<file path="src/rtl/cgsync_pkg.sv">
// Package: shared types for the code-group synchronization tracker.
// Assumes nothing beyond IEEE 1800-2017 enum support.
package cgsync_pkg;

    // Two-state machine: hunting for lock, or locked.
    typedef enum logic {
        ST_HUNT   = 1'b0,
        ST_LOCKED = 1'b1
    } cgsync_state_t;

endpackage

</file>
<file path="src/rtl/cgsync_run_counter.sv">
// Module: saturating up-counter with synchronous clear.
// What it does: counts inc pulses up to LIMIT and then holds there. Clear wins over inc.
// It also flags when the current inc would make the count reach LIMIT.
// Assumes: LIMIT >= 1; clr and inc are qualified by the caller.
module cgsync_run_counter #(
    parameter int LIMIT = 3,
    localparam int CW   = (LIMIT < 2) ? 1 : $clog2(LIMIT + 1)
) (
    input  logic          clk,
    input  logic          rst_n,
    input  logic          clr,
    input  logic          inc,
    output logic [CW-1:0] cnt,
    output logic          reach
);
    localparam logic [CW-1:0] LIM   = CW'(LIMIT);
    localparam logic [CW-1:0] LIM_M = CW'(LIMIT - 1);

    // Count register: reset, clear, or saturating increment.
    always_ff @(posedge clk) begin
        if (!rst_n)
            cnt <= '0;
        else if (clr)
            cnt <= '0;
        else if (inc && (cnt != LIM))
            cnt <= cnt + 1'b1;
    end

    // Flag that the pending increment lands exactly on the limit.
    always_comb reach = inc && (cnt == LIM_M);

    a_r10_no_overflow: assert property (@(posedge clk) disable iff (!rst_n)
        cnt <= LIM)
        else $error("R10: counter above limit");

    a_r10_saturate_hold: assert property (@(posedge clk) disable iff (!rst_n)
        (cnt == LIM && !clr) |=> cnt == LIM)
        else $error("R10: saturated counter moved without clear");

endmodule

</file>
<file path="src/rtl/cgsync_ctrl.sv">
// Module: state machine for synchronization acquisition and loss.
// What it does: sorts each valid group into good-sync, good, or erroneous.
// It drives the counters' inc and clear controls and moves between hunting and locked.
// Assumes: acq_reach and loss_reach come from counters that this module controls.
module cgsync_ctrl
    import cgsync_pkg::*;
(
    input  logic          clk,
    input  logic          rst_n,
    input  logic          grp_valid,
    input  logic          grp_is_sync,
    input  logic          grp_is_err,
    input  logic          acq_reach,
    input  logic          loss_reach,
    output cgsync_state_t state,
    output logic          acq_inc,
    output logic          acq_clr,
    output logic          loss_inc,
    output logic          loss_clr
);
    logic          grp_good;
    logic          grp_sgood;
    logic          grp_bad;
    cgsync_state_t state_nx;

    // Sort the present group; an error flag overrides the sync flag.
    always_comb begin
        grp_bad   = grp_valid && grp_is_err;
        grp_good  = grp_valid && !grp_is_err;
        grp_sgood = grp_good && grp_is_sync;
    end

    // Next state and counter controls.
    always_comb begin
        state_nx = state;
        acq_inc  = 1'b0;
        acq_clr  = 1'b0;
        loss_inc = 1'b0;
        loss_clr = 1'b0;
        unique case (state)
            ST_HUNT: begin
                acq_inc = grp_sgood;
                if (grp_sgood && acq_reach) begin
                    state_nx = ST_LOCKED;
                    loss_clr = 1'b1;
                end
            end
            ST_LOCKED: begin
                loss_inc = grp_bad;
                loss_clr = grp_good;
                if (grp_bad && loss_reach) begin
                    state_nx = ST_HUNT;
                    acq_clr  = 1'b1;
                    loss_clr = 1'b1;
                end
            end
            default: state_nx = ST_HUNT;
        endcase
    end

    // State register with synchronous active-low reset.
    always_ff @(posedge clk) begin
        if (!rst_n)
            state <= ST_HUNT;
        else
            state <= state_nx;
    end

    a_r7_err_never_acquires: assert property (@(posedge clk) disable iff (!rst_n)
        (state == ST_HUNT && grp_is_err) |=> state == ST_HUNT)
        else $error("R7: erroneous group caused lock");

endmodule

</file>
<file path="src/rtl/cgsync_tracker.sv">
// Module: top of the code-group synchronization tracker.
// What it does: sync_ok is high while the locked state holds. Lock comes after ACQ_COUNT
// good sync groups and goes after LOSS_COUNT errors in a row.
// Assumes: input groups are already word-aligned; ACQ_COUNT >= 1, LOSS_COUNT >= 1.
module cgsync_tracker
    import cgsync_pkg::*;
#(
    parameter int ACQ_COUNT  = 3,
    parameter int LOSS_COUNT = 4
) (
    input  logic clk,
    input  logic rst_n,
    input  logic grp_valid,
    input  logic grp_is_sync,
    input  logic grp_is_err,
    output logic sync_ok
);
    localparam int ACW = (ACQ_COUNT  < 2) ? 1 : $clog2(ACQ_COUNT + 1);
    localparam int LCW = (LOSS_COUNT < 2) ? 1 : $clog2(LOSS_COUNT + 1);

    cgsync_state_t  state;
    logic           acq_inc, acq_clr, acq_reach;
    logic           loss_inc, loss_clr, loss_reach;
    logic [ACW-1:0] acq_cnt;
    logic [LCW-1:0] loss_cnt;

    initial begin
        if (ACQ_COUNT < 1 || LOSS_COUNT < 1)
            $error("cgsync_tracker: limits must be at least 1");
    end

    cgsync_ctrl u_ctrl (
        .clk        (clk),
        .rst_n      (rst_n),
        .grp_valid  (grp_valid),
        .grp_is_sync(grp_is_sync),
        .grp_is_err (grp_is_err),
        .acq_reach  (acq_reach),
        .loss_reach (loss_reach),
        .state      (state),
        .acq_inc    (acq_inc),
        .acq_clr    (acq_clr),
        .loss_inc   (loss_inc),
        .loss_clr   (loss_clr)
    );

    cgsync_run_counter #(.LIMIT(ACQ_COUNT)) u_acq (
        .clk  (clk),
        .rst_n(rst_n),
        .clr  (acq_clr),
        .inc  (acq_inc),
        .cnt  (acq_cnt),
        .reach(acq_reach)
    );

    cgsync_run_counter #(.LIMIT(LOSS_COUNT)) u_loss (
        .clk  (clk),
        .rst_n(rst_n),
        .clr  (loss_clr),
        .inc  (loss_inc),
        .cnt  (loss_cnt),
        .reach(loss_reach)
    );

    // Status level decoded from the state register.
    always_comb sync_ok = (state == ST_LOCKED);

    a_r1_reset_clears: assert property (@(posedge clk)
        !rst_n |=> (!sync_ok && acq_cnt == '0 && loss_cnt == '0))
        else $error("R1: reset did not clear state");

    a_r2_rise_on_sync_group: assert property (@(posedge clk) disable iff (!rst_n)
        $rose(sync_ok) |-> $past(grp_valid && grp_is_sync && !grp_is_err))
        else $error("R2: lock without a good sync group");

    a_r5_fall_on_error: assert property (@(posedge clk) disable iff (!rst_n)
        $fell(sync_ok) |-> $past(grp_valid && grp_is_err))
        else $error("R5: lock dropped without an error");

    a_r6_good_clears_run: assert property (@(posedge clk) disable iff (!rst_n)
        (sync_ok && grp_valid && !grp_is_err) |=> loss_cnt == '0)
        else $error("R6: good group left error run");

    a_r8_idle_holds: assert property (@(posedge clk) disable iff (!rst_n)
        !grp_valid |=> ($stable(sync_ok) && $stable(acq_cnt) && $stable(loss_cnt)))
        else $error("R8: idle cycle changed state");

    a_r9_drop_clears_acq: assert property (@(posedge clk) disable iff (!rst_n)
        $fell(sync_ok) |-> (acq_cnt == '0 && loss_cnt == '0))
        else $error("R9: drop left counts");

endmodule

</file>
<file path="config.mk">
export PLATFORM = sky130hd
export DESIGN_NAME = cgsync_tracker
export DESIGN_NICKNAME = d
export VERILOG_FILES = /design/src/rtl/cgsync_pkg.sv /design/src/rtl/cgsync_run_counter.sv /design/src/rtl/cgsync_ctrl.sv /design/src/rtl/cgsync_tracker.sv
export SDC_FILE = /design/constraint.sdc
export NUM_CORES = 1
export LEC_CHECK = 0
export BUFFER_PORTS_ARGS = -buffer_cell sky130_fd_sc_hd__buf_2
export CORE_AREA = 2 2 39 41
export CTS_CLUSTER_DIAMETER = 30
export DETAILED_ROUTE_END_ITERATION = 8
export DIE_AREA = 0 0 41 43
export SYNTH_ARGS = -nofsm -noshare
export SYNTH_HDL_FRONTEND = slang
export SYNTH_SLANG_ARGS = --single-unit
</file>
<file path="constraint.sdc">
create_clock -name clk -period 1.8 [get_ports clk]
set_input_delay 0.27 -clock clk [delete_from_list [all_inputs] [get_ports clk]]
set_output_delay 0.27 -clock clk [all_outputs]
set_load 0.01 [all_outputs]
</file>
==> results of run 1 <==
[layout by cell type (no fill, tap or decap)]
cell type	count
o2bb2ai_1	1
and3_1	1
nor2_1	2
o21ai_0	5
buf_2	5
o221ai_1	1
and2_1	1
nand3_1	3
clkbuf_4	3
ha_1	5
inv_1	7
a21oi_1	4
nor2b_1	1
nand2_1	2
nand4bb_4	1
or3_1	2
a311oi_1	1
dfxtp_1	6
[flip-flops by register name, summed over array words and instances (netlist names)]
signal	flops
u_loss.cnt	3
u_acq.cnt	2
u_ctrl.state	1
[area by class of cell]
class	count	area [sq um]
Inverter	7	26.3
Fill cell	148	947
Clock buffer	3	22.5
Tap cell	16	20.0
Multi-Input combinational cell	30	223
Timing Repair Buffer	5	25.0
Sequential cell	6	120
[power by group through the flow]
stage	Clock [mW]	Sequential (mW)	Combinational, mW
detailed placement	0	0.139	0.0186
floorplan	0	0.138	0.00921
global placement	0	0.138	0.0180
global route	0.136	0.136	0.0202
finish	0.121	0.136	0.0183
CTS	0.127	0.136	0.0187
[worst max-delay path by stage]
stage	start	endpoint	slack (ns)	depth (start not counted)
floorplan	u_loss.cnt[0]$_SDFFE_PP0P_	u_loss.cnt[2]$_SDFFE_PP0P_	0.62	5
global route	u_loss.cnt[0]$_SDFFE_PP0P_	u_loss.cnt[2]$_SDFFE_PP0P_	0.33	5
CTS	u_loss.cnt[0]$_SDFFE_PP0P_	u_loss.cnt[2]$_SDFFE_PP0P_	0.45	5
detailed placement	u_loss.cnt[0]$_SDFFE_PP0P_	u_loss.cnt[2]$_SDFFE_PP0P_	0.46	5
global placement	u_loss.cnt[0]$_SDFFE_PP0P_	u_loss.cnt[2]$_SDFFE_PP0P_	0.50	5
finish	u_loss.cnt[0]$_SDFFE_PP0P_	u_loss.cnt[2]$_SDFFE_PP0P_	0.46	5
[critical path: cells and delay by family (launching register included)]
family / cells / cell delay [ns]
fa+ha+maj: 2 / 0.39
simple gates: 1 / 0.10
compound gates: 2 / 0.43
flops: 1 / 0.31
[layer usage]
metal / vias up / part of all wire [%] / routed length (um)
met1: 148 / 47 / 295
li1: 168 / - / -
met2: 10 / 47 / 298
met4: 0 / 0 / 0
met5: - / 0 / 0
met3: 0 / 6.0 / 38
[cell families (layout without fill, tap and decap cells)]
kind of cell / after synthesis / in the layout / share of synthesized area (%)
AND/OR/NAND/NOR: 13 / 13 / 24.1
AO/OA/AOI/OAI: 12 / 12 / 19.3
buffers and inverters: 7 / 15 / 7.12
flip-flops: 6 / 6 / 32.5
adder cells (fa/ha/maj): 5 / 5 / 16.9
[through the flow]
step           hold WS, ns  total power, mW
2_1_floorplan        0.387            0.147
3_3_place_gp         0.491            0.156
3_5_place_dp         0.490            0.157
4_1_cts              0.254            0.281
5_1_grt              0.252            0.292
6_report             0.259            0.276
==> summary.txt, run 1 <==
Yosys top cell by area - dfxtp_1
Initial detailed-routing violation count - 8
Max-slew headroom - 75.8%
CP Launch Type - flop
Layout cells sized above 1 - 17.6%
Post-place setup slack - 0.460 ns
DRC Markers - 0
Met1 Use GR - 9.65%
CP Capture Type - flop
Post-Layout Cell Count - 67
WP data required - 1.94 ns
Vias per inst - 4.87
Slowest cell delay on critical path - 0.31 ns
Final worst slack - 0.463 ns
Status - completed
Post-layout util - 31.6%
Largest cells by area after synthesis - dfxtp_1 33%, ha_1 17%, nand4bb_4 7.5%
Worst hold stages - 2
H-tree level count - 1
Reg2Reg Depth - 5
Setup total negative slack - 0 ns
Minimum clock period - 1.34 ns
Post-Syn Area - 369 sq um
Avg Cell Area, Syn - 8.58 sq um
Most frequent cells after synthesis - 7 x inv_1, 6 x dfxtp_1, 5 x ha_1, 5 x o21ai_0, 4 x a21oi_1
Largest net degree at the start of global routing - 7
Reg2reg start - u_loss.cnt[0]$_SDFFE_PP0P_
Placer Congestion - 0.872
Primary FF master, synth - dfxtp_1
Setup Viol. Count Final - 0
Switching Share - 20.6%
Clock root cell - clkbuf_4
Setup Crit Path Kind - reg2reg
Syn nets - 53
Clock Latency Late Sink - 0.24 ns
Fin. Hold Viols - 0
Final instance area - 437 sq um
Reg2reg setup slack - 0.46 ns
Critical Path, Cell by Cell - ha_1, ha_1, nor2b_1, o221ai_1, a311oi_1
Clk sinks - 6
Num CTS Buffers - 3
Least-Margin Pin Slew - 0.360 ns
Synth warn - 0
Final WL - 632 um
Worst Min Path Start - rst_n
CTS tree - built
Core footprint - 1380 sq um
Total iterations of the first detailed-routing run - 4
Max FO, Critical Path - 3
Placed Instance Area - 414 sq um
Slowest CP cell - dfxtp_1
PwrDens - 631 nW/um^2
IO Port Bufs - 5
WHS Endpoint - u_ctrl.state$_SDFF_PN0_
Antenna Nets Post-Route - 0
Vias in the first global route - 285
# diodes - 0
Peak supply drop - 0.214 mV
Layout area overhead - 18.3%
Clock Path Buffers - 2
Post-CTS Resized - 0
Unique masters post-synth - 16
Initial antenna violation count - 0
Combinational share of power - 6.6%
Syn Inst Count - 43
Dpl cells - 64
M3 GR Usage - 7.85%
Crit path top cell by count - ha_1
Seq cells post-synth - 6
FP Rows - 14
WP data arrival - 1.47 ns
All-Layer GR Usage - 9.04%
LEAKAGE - 0.160 nW
Busiest grt layer - met2
Die width - 41 um
Reg clk slew, reported paths - 0.05 ns
Die ar. - 1760 sq um
Post-CTS Hold Fix Bufs - 0
Sequential area share after synthesis - 32.5%
RR Endpoint - u_loss.cnt[2]$_SDFFE_PP0P_
GR Overflow Total - 0
Post-synth EDFFs - 0
Nets - 63
HPWL after DPL - 518 um
Switching power - 56.8 uW
Post-CTS Setup Inserts - 0
First-pass GRT wire length - 1.00 mm
Ys async rst share - 0%
Clock Power Share - 44.0%
Final Skew - 0.00311 ns
Max_cap viols - 0
Via count - 326
Share of the synthesized area in the top cell type - 32.5%
Worst hold path type - in2reg
Initial Util - 26.7%
Ports - 6
RSZ-0062 raised after global routing - no
Height of the die - 43 um
Fmax - 0.748 GHz
WL per Instance - 9.43 um
Internal Power - 219 uW
M2 GR Usage - 12.2%
Reg power frac - 49.4%
Most frequent cell after synthesis - inv_1
Slew Viols, Final - 0
Tcrit/Tclk final - 74.3%
Power figures use the tool's default switching activity.
==> run 2: changes to the inputs <==
--- a/config.mk
+++ b/config.mk
@@ -5,6 +5,7 @@
 export SDC_FILE = /design/constraint.sdc
 export NUM_CORES = 1
 export LEC_CHECK = 0
+export ABC_AREA = 1
 export BUFFER_PORTS_ARGS = -buffer_cell sky130_fd_sc_hd__buf_2
 export CORE_AREA = 2 2 39 41
 export CTS_CLUSTER_DIAMETER = 30
==> constraint.sdc (replaced) <==
create_clock -name clk -period 1.2 [get_ports clk]
set_input_delay 0.18 -clock clk [delete_from_list [all_inputs] [get_ports clk]]
set_output_delay 0.18 -clock clk [all_outputs]
set_load 0.01 [all_outputs]
==> run 2 against run 1 <==
Clock skew rose by 0.0040 ns. Clock power rose by 45%. Final cell count rose by 30%. Critical endpoint is now u_loss.cnt[0]$_SDFFE_PP0P_.
==> summary.txt, run 2 <==
IO Port Bufs - 5 (unchanged)
Seq cells post-synth - 6 (unchanged)
Post-CTS Hold Fix Bufs - 0 (unchanged)
Max_cap viols - 0 (unchanged)
Yosys top cell by area - dfxtp_1
Sequential area share after synthesis - 29.4% (-3.2 points)
H-tree level count - 1 (unchanged)
Reg2Reg Depth - 9 (+4)
Busiest grt layer - met2
Vias in the first global route - 358 (+26%)
Clk sinks - 6 (unchanged)
Sequential cell area - 123 sq um (+2.1%)
Die width - 41 um (unchanged)
Height of the die - 43 um (unchanged)
Syn Inst Count - 61 (+42%)
Vias per inst - 4.32 (-11%)
Setup total negative slack - 0 ns (unchanged)
Largest register FFs - 3 (unchanged)
Least-Margin Pin Slew - 0.209 ns (-0.150 ns)
Reg clk slew, reported paths - 0.04 ns (about the same)
# fillers - 153 (+3.4%)
FP Rows - 14 (unchanged)
Crit path top cell by count - nand2_1
Multi-input gate area - 263 sq um (+18%)
Reg power frac - 49.8% (+0.4 points)
Ports - 6 (unchanged)
Switching power - 83.4 uW (+47%)
GR Overflow Total - 0 (unchanged)
Primary FF master, synth - dfxtp_1
WP data required - 1.38 ns (-0.56 ns)
Final Skew - 0.00712 ns (+0.00402 ns)
Layout area overhead - 28.1%
Status - completed
Worst hold path type - in2reg
Clock Latency Late Sink - 0.24 ns (about the same)
Final WL - 674 um (+6.6%)
Initial antenna violation count - 0 (unchanged)
Post-synth EDFFs - 0 (unchanged)
Core footprint - 1380 sq um (unchanged)
Slowest CP cell - dfxtp_2
Biggest register - u_loss.cnt
CP Capture Type - flop
Worst hold stages - 3 (+1)
PwrDens - 782 nW/um^2 (+24%)
Clock Path Buffers - 2 (unchanged)
All-Layer GR Usage - 10.8% (+1.7 points)
Critical Path, Cell by Cell - ha_4, ha_4, inv_2, nand2_1, nand2_1, nand2_1, nor2_2, nand2_1, inv_1
Avg Cell Area, Syn - 6.71 sq um (-22%)
Layout cells sized above 1 - 33.8% (+16 points)
Nets - 83 (+32%)
Initial Util - 29.6% (+2.9 points)
Setup Viol. Count Final - 0 (unchanged)
Die ar. - 1760 sq um (unchanged)
Clock Power Share - 42.6% (-1.4 points)
RSZ-0062 raised after global routing - yes
Fin. Hold Viols - 0 (unchanged)
Most frequent cell after synthesis - nand2_1
Max-slew headroom - 86.0% (+10 points)
Tcrit/Tclk final - 96.2% (+22 points)
Share of the synthesized area in the top cell type - 29.4% (-3.2 points)
Dpl cells - 84 (+31%)
WL per Instance - 7.75 um (-18%)
Commonest cells after routing, fill and taps aside - 17 x nand2_1, 13 x inv_1, 5 x buf_2
Largest cells by area after synthesis - dfxtp_1 29%, nand2_1 17%, ha_1 15%
Switching Share - 20.3% (-0.29 points)
Post-Syn Area - 409 sq um (+11%)
Combinational share of power - 7.6% (+1.0 points)
Placer Congestion - 0.711 (-18%)
Worst hold slack - 0.202 ns (-0.0568 ns)
Largest net degree at the start of global routing - 6 (-1)
# diodes - 0 (unchanged)
Slew Viols, Final - 0 (unchanged)
Total iterations of the first detailed-routing run - 4 (unchanged)
Minimum clock period - 1.15 ns (-0.183 ns)
Critical path depth in cells - 9 (+4)
Synth warn - 0 (unchanged)
DRC Markers - 0 (unchanged)
Post-layout util - 37.9% (+6.3 points)
Initial detailed-routing violation count - 2 (-6)
Post-Layout Cell Count - 87 (+30%)
Most frequent cells after synthesis - 18 x nand2_1, 14 x inv_1, 6 x dfxtp_1
Fmax - 0.867 GHz (+16%)
Num CTS Buffers - 3 (unchanged)
M3 GR Usage - 4.71% (-3.1 points)
Internal Power - 327 uW (+49%)
Syn nets - 71 (+34%)
Top Registers - u_loss.cnt (3), u_acq.cnt (2), u_ctrl.state (1)
Worst path bufs/invs - 2 (+2)
Ys async rst share - 0% (unchanged)
Clock root cell - clkbuf_4
Most common cell after layout, fill and taps aside - nand2_1
M2 GR Usage - 17.2% (+5.0 points)
CTS tree - built
Max FO, Critical Path - 3 (unchanged)
WP data arrival - 1.34 ns (-0.13 ns)
Setup Crit Path Kind - reg2reg
Worst path top cell family by delay - simple AND/OR/NAND/NOR gates
Peak supply drop - 0.673 mV (+220%)
Post-CTS Setup Inserts - 0 (unchanged)
HPWL after DPL - 583 um (+13%)
Slowest cell delay on critical path - 0.33 ns (+0.02 ns)
LEAKAGE - 0.258 nW (+61%)
Unique masters post-synth - 14 (-2)
First-pass GRT wire length - 1.28 mm (+28%)
CP Launch Type - flop
Antenna Nets Post-Route - 0 (unchanged)
Met1 Use GR - 11.0% (+1.4 points)
Via count - 376 (+15%)
## run 2: logic make-up (layout without fill, tap and decap cells)
group | Yosys count | count (layout) | share of synthesized area (%)
buf+inv | 15 | 25 | 13.8
compound gates | 4 | 4 | 4.89
flops | 6 | 6 | 29.4
simple gates | 31 | 31 | 36.7
fa+ha+maj | 5 | 5 | 15.3
## run 2: path summary, 6_finish.rpt
kind / start / endpoint / slack (ns)
setup / recovery: u_loss.cnt[0]$_SDFFE_PP0P_ / u_loss.cnt[0]$_SDFFE_PP0P_ / 0.05
hold reg to reg: u_acq.cnt[0]$_SDFFE_PP0P_ / u_acq.cnt[0]$_SDFFE_PP0P_ / 0.49
hold / removal: rst_n / u_ctrl.state$_SDFF_PN0_ / 0.20
setup reg to reg: u_loss.cnt[0]$_SDFFE_PP0P_ / u_loss.cnt[0]$_SDFFE_PP0P_ / 0.05
## run 2: tightest hold or removal path, delay by kind of cell
kind / cells / cell delay (ns)
compound gates: 1 / 0.07
buf+inv: 1 / 0.10
simple gates: 1 / 0.05
## run 2: layout make-up
class                      count  share of cell area [%]
multi-input combinational     40                    50.1
sequential                     6                    23.4
inverter                      15                    10.7
timing repair buffer           7                    7.64
clock buffer                   3                    4.30
tap                           16                    3.82
## run 2: power by group through the flow
stage                     logic (mW)  registers [mW]  clock network (mW)
after floorplan               0.0185           0.207                   0
after global placement        0.0309           0.208                   0
after detailed placement      0.0314           0.208                   0
after CTS                     0.0312           0.204               0.187
after global routing          0.0378           0.204               0.202
final                         0.0312           0.204               0.175
## run 2: metrics by stage
step / area, sq um / total power [mW] / setup WS (ns)
after floorplan: 409 / 0.226 / 0.0713
after global placement: 469 / 0.239 / -0.0125
after detailed placement: 469 / 0.239 / -0.0350
after CTS: 497 / 0.423 / 0.00222
after global routing: 524 / 0.444 / -0.0436
final: 524 / 0.410 / 0.0460
## run 2: repair_timing
| item | CTS | global route |
|---|---|---|
| endpoints found under the setup margin | 3 | 4 |
| resized for setup | 2 | 7 |
| pin swaps | 1 | 7 |
## run 2: metal layers
metal | part of all wire (%) | wire length (um) | up-vias
li1 | - | - | 209
met1 | 47 | 314 | 165
met2 | 51 | 344 | 2
met3 | 2.2 | 15 | 0
met4 | 0 | 0 | 0
met5 | 0 | 0 | -
==> run 3: changes to the inputs <==
--- a/config.mk
+++ b/config.mk
@@ -11,6 +11,7 @@
 export CTS_CLUSTER_DIAMETER = 30
 export DETAILED_ROUTE_END_ITERATION = 8
 export DIE_AREA = 0 0 41 43
+export SETUP_SLACK_MARGIN = 0.4
 export SYNTH_ARGS = -nofsm -noshare
 export SYNTH_HDL_FRONTEND = slang
 export SYNTH_SLANG_ARGS = --single-unit
==> run 3 against run 2 <==
Clock-buffer cell count unchanged. Die area unchanged. Final area down 1.2%. Flip-flop and latch count unchanged. Hold slack worse by 0.030 ns. Core utilization down 0.45 points. Largest cell class unchanged.
==> summary.txt, run 3 (synthesis gave the netlist of run 2 again) <==
Crit path top cell by count - nand2_1
Max-slew headroom - 84.6% (-1.4 points)
Setup total negative slack - 0 ns (unchanged)
Worst Min Path Start - rst_n
Status - completed
Final Skew - 0.00103 ns (-0.00609 ns)
Ports - 6 (unchanged)
Post-CTS Setup Inserts - 0 (unchanged)
Clock root cell - clkbuf_4
Biggest register - u_loss.cnt
Slowest cell delay on critical path - 0.33 ns (about the same)
Critical Path, Cell by Cell - ha_4, ha_4, inv_2, nand2_1, nand2_1, nand2_1, nor2_2, nand2_1, inv_1
Internal Power - 325 uW (-0.52%)
Commonest cells after routing, fill and taps aside - 17 x nand2_1, 13 x inv_1, 4 x nand3_1, 4 x buf_2
Die width - 41 um (unchanged)
Setup Crit Path Kind - reg2reg
FP Rows - 14 (unchanged)
Reg2reg start - u_loss.cnt[1]$_SDFFE_PP0P_
Nets - 81 (-2.4%)
First-pass GRT wire length - 1.16 mm (-9.2%)
Clk sinks - 6 (unchanged)
Layout area overhead - 26.6%
Total iterations of the first detailed-routing run - 2 (-2)
Peak supply drop - 0.454 mV (-33%)
Initial antenna violation count - 0 (unchanged)
# fillers - 160 (+4.6%)
Slew Viols, Final - 0 (unchanged)
GR Overflow Total - 0 (unchanged)
Minimum clock period - 1.12 ns (-0.0309 ns)
RSZ-0062 raised after global routing - yes
Final WL - 674 um (unchanged)
Max_cap viols - 0 (unchanged)
LEAKAGE - 0.251 nW (-2.8%)
Vias per inst - 4.19 (-3.1%)
CP Launch Type - flop
Worst path top cell family by delay - simple AND/OR/NAND/NOR gates
Switching power - 91.0 uW (+9.1%)
Height of the die - 43 um (unchanged)
Tcrit/Tclk final - 93.6% (-2.6 points)
PwrDens - 803 nW/um^2 (+2.7%)
Critical path startpoint - u_loss.cnt[1]$_SDFFE_PP0P_
Largest net degree at the start of global routing - 6 (unchanged)
Worst hold path type - in2reg
Least-Margin Pin Slew - 0.230 ns (+0.0205 ns)
Initial Util - 29.6% (unchanged)
Top Registers - u_loss.cnt (3), u_acq.cnt (2), u_ctrl.state (1)
Vias in the first global route - 338 (-5.6%)
All-Layer GR Usage - 10.6% (-0.21 points)
Clock Path Buffers - 2 (unchanged)
WP data required - 1.38 ns (about the same)
IO Port Bufs - 5 (unchanged)
WL per Instance - 7.93 um (+2.4%)
Clock Latency Late Sink - 0.24 ns (about the same)
Setup Viol. Count Final - 0 (unchanged)
Via count - 356 (-5.3%)
DRC Markers - 0 (unchanged)
CTS tree - built
Most common cell after layout, fill and taps aside - nand2_1
Core footprint - 1380 sq um (unchanged)
Fin. Hold Viols - 0 (unchanged)
Largest register FFs - 3 (unchanged)
Initial detailed-routing violation count - 6 (+4)
HPWL after DPL - 562 um (-3.5%)
H-tree level count - 1 (unchanged)
Antenna Nets Post-Route - 0 (unchanged)
Clock Power Share - 43.9% (+1.3 points)
Max FO, Critical Path - 3 (unchanged)
Slowest CP cell - dfxtp_2
Die ar. - 1760 sq um (unchanged)
Placer Congestion - 0.613 (-14%)
WP data arrival - 1.31 ns (-0.03 ns)
# diodes - 0 (unchanged)
Reg clk slew, reported paths - 0.04 ns (about the same)
Switching Share - 21.9% (+1.5 points)
Overall power - 416 uW (+1.4%)
Num CTS Buffers - 3 (unchanged)
Worst path bufs/invs - 2 (unchanged)
Reg power frac - 48.6% (-1.2 points)
Combinational share of power - 7.5% (about the same)
CP Capture Type - flop
Fmax - 0.890 GHz (+2.8%)
Layout cells sized above 1 - 33.3% (-0.47 points)
[run 3: worst paths after layout]
check,depth (start not counted),endpoint,slack [ns]
max,9,u_loss.cnt[1]$_SDFFE_PP0P_,0.08
min,3,u_ctrl.state$_SDFF_PN0_,0.17
max reg2reg,9,u_loss.cnt[1]$_SDFFE_PP0P_,0.08
min reg2reg,2,u_acq.cnt[0]$_SDFFE_PP0P_,0.47
[run 3: worst min-delay path: cells and delay by family]
family / cells / cell delay [ns]
AND/OR/NAND/NOR: 1 / 0.05
AO/OA/AOI/OAI: 1 / 0.05
buffers and inverters: 1 / 0.10
[run 3: per-stage QoR]
stage	worst slack (ns)	util, %	hold WS (ns)	cell area, sq um	cells
2_1_floorplan	0.156	-	0.293	438	61
3_3_place_gp	0.0876	34.9	0.420	483	82
4_1_cts	0.0588	37.3	0.169	515	85
6_report	0.0769	37.4	0.172	518	85
5_1_grt	0.00279	37.4	0.185	518	85
3_5_place_dp	0.0777	34.9	0.425	483	82
[run 3: timing repair]
item | 4_1_cts | 5_1_grt
pin swaps | 0 | 0
hold buffers | 0 | 0
gates resized for setup | 3 | 1
endpoints found under the setup margin | 7 | 7
[run 3: routing by layer]
metal / vias to the layer above / share of wire, % / GRT usage, %
li1: 200 / - / -
met1: 148 / 47 / 9.35
met2: 8 / 46 / 15.3
met3: 0 / 6.8 / 9.42
met4: 0 / 0 / 6.00
met5: - / 0 / 0
[run 3: layout make-up]
type | count | area, sq um | area share, %
clock buffers | 3 | 22.5 | 4.35
inverters | 15 | 56.3 | 10.9
multi-input cells | 40 | 260 | 50.2
flip-flops and latches | 6 | 128 | 24.6
well taps | 16 | 20.0 | 3.86
repair buffers | 5 | 31.3 | 6.04
[run 3: power by group through the flow]
stage	Clock [mW]	Sequential [mW]	Combinational [mW]
floorplan	0	0.208	0.0182
global placement	0	0.208	0.0308
detailed placement	0	0.208	0.0318
finish	0.183	0.202	0.0313
global route	0.216	0.202	0.0367
CTS	0.191	0.202	0.0320
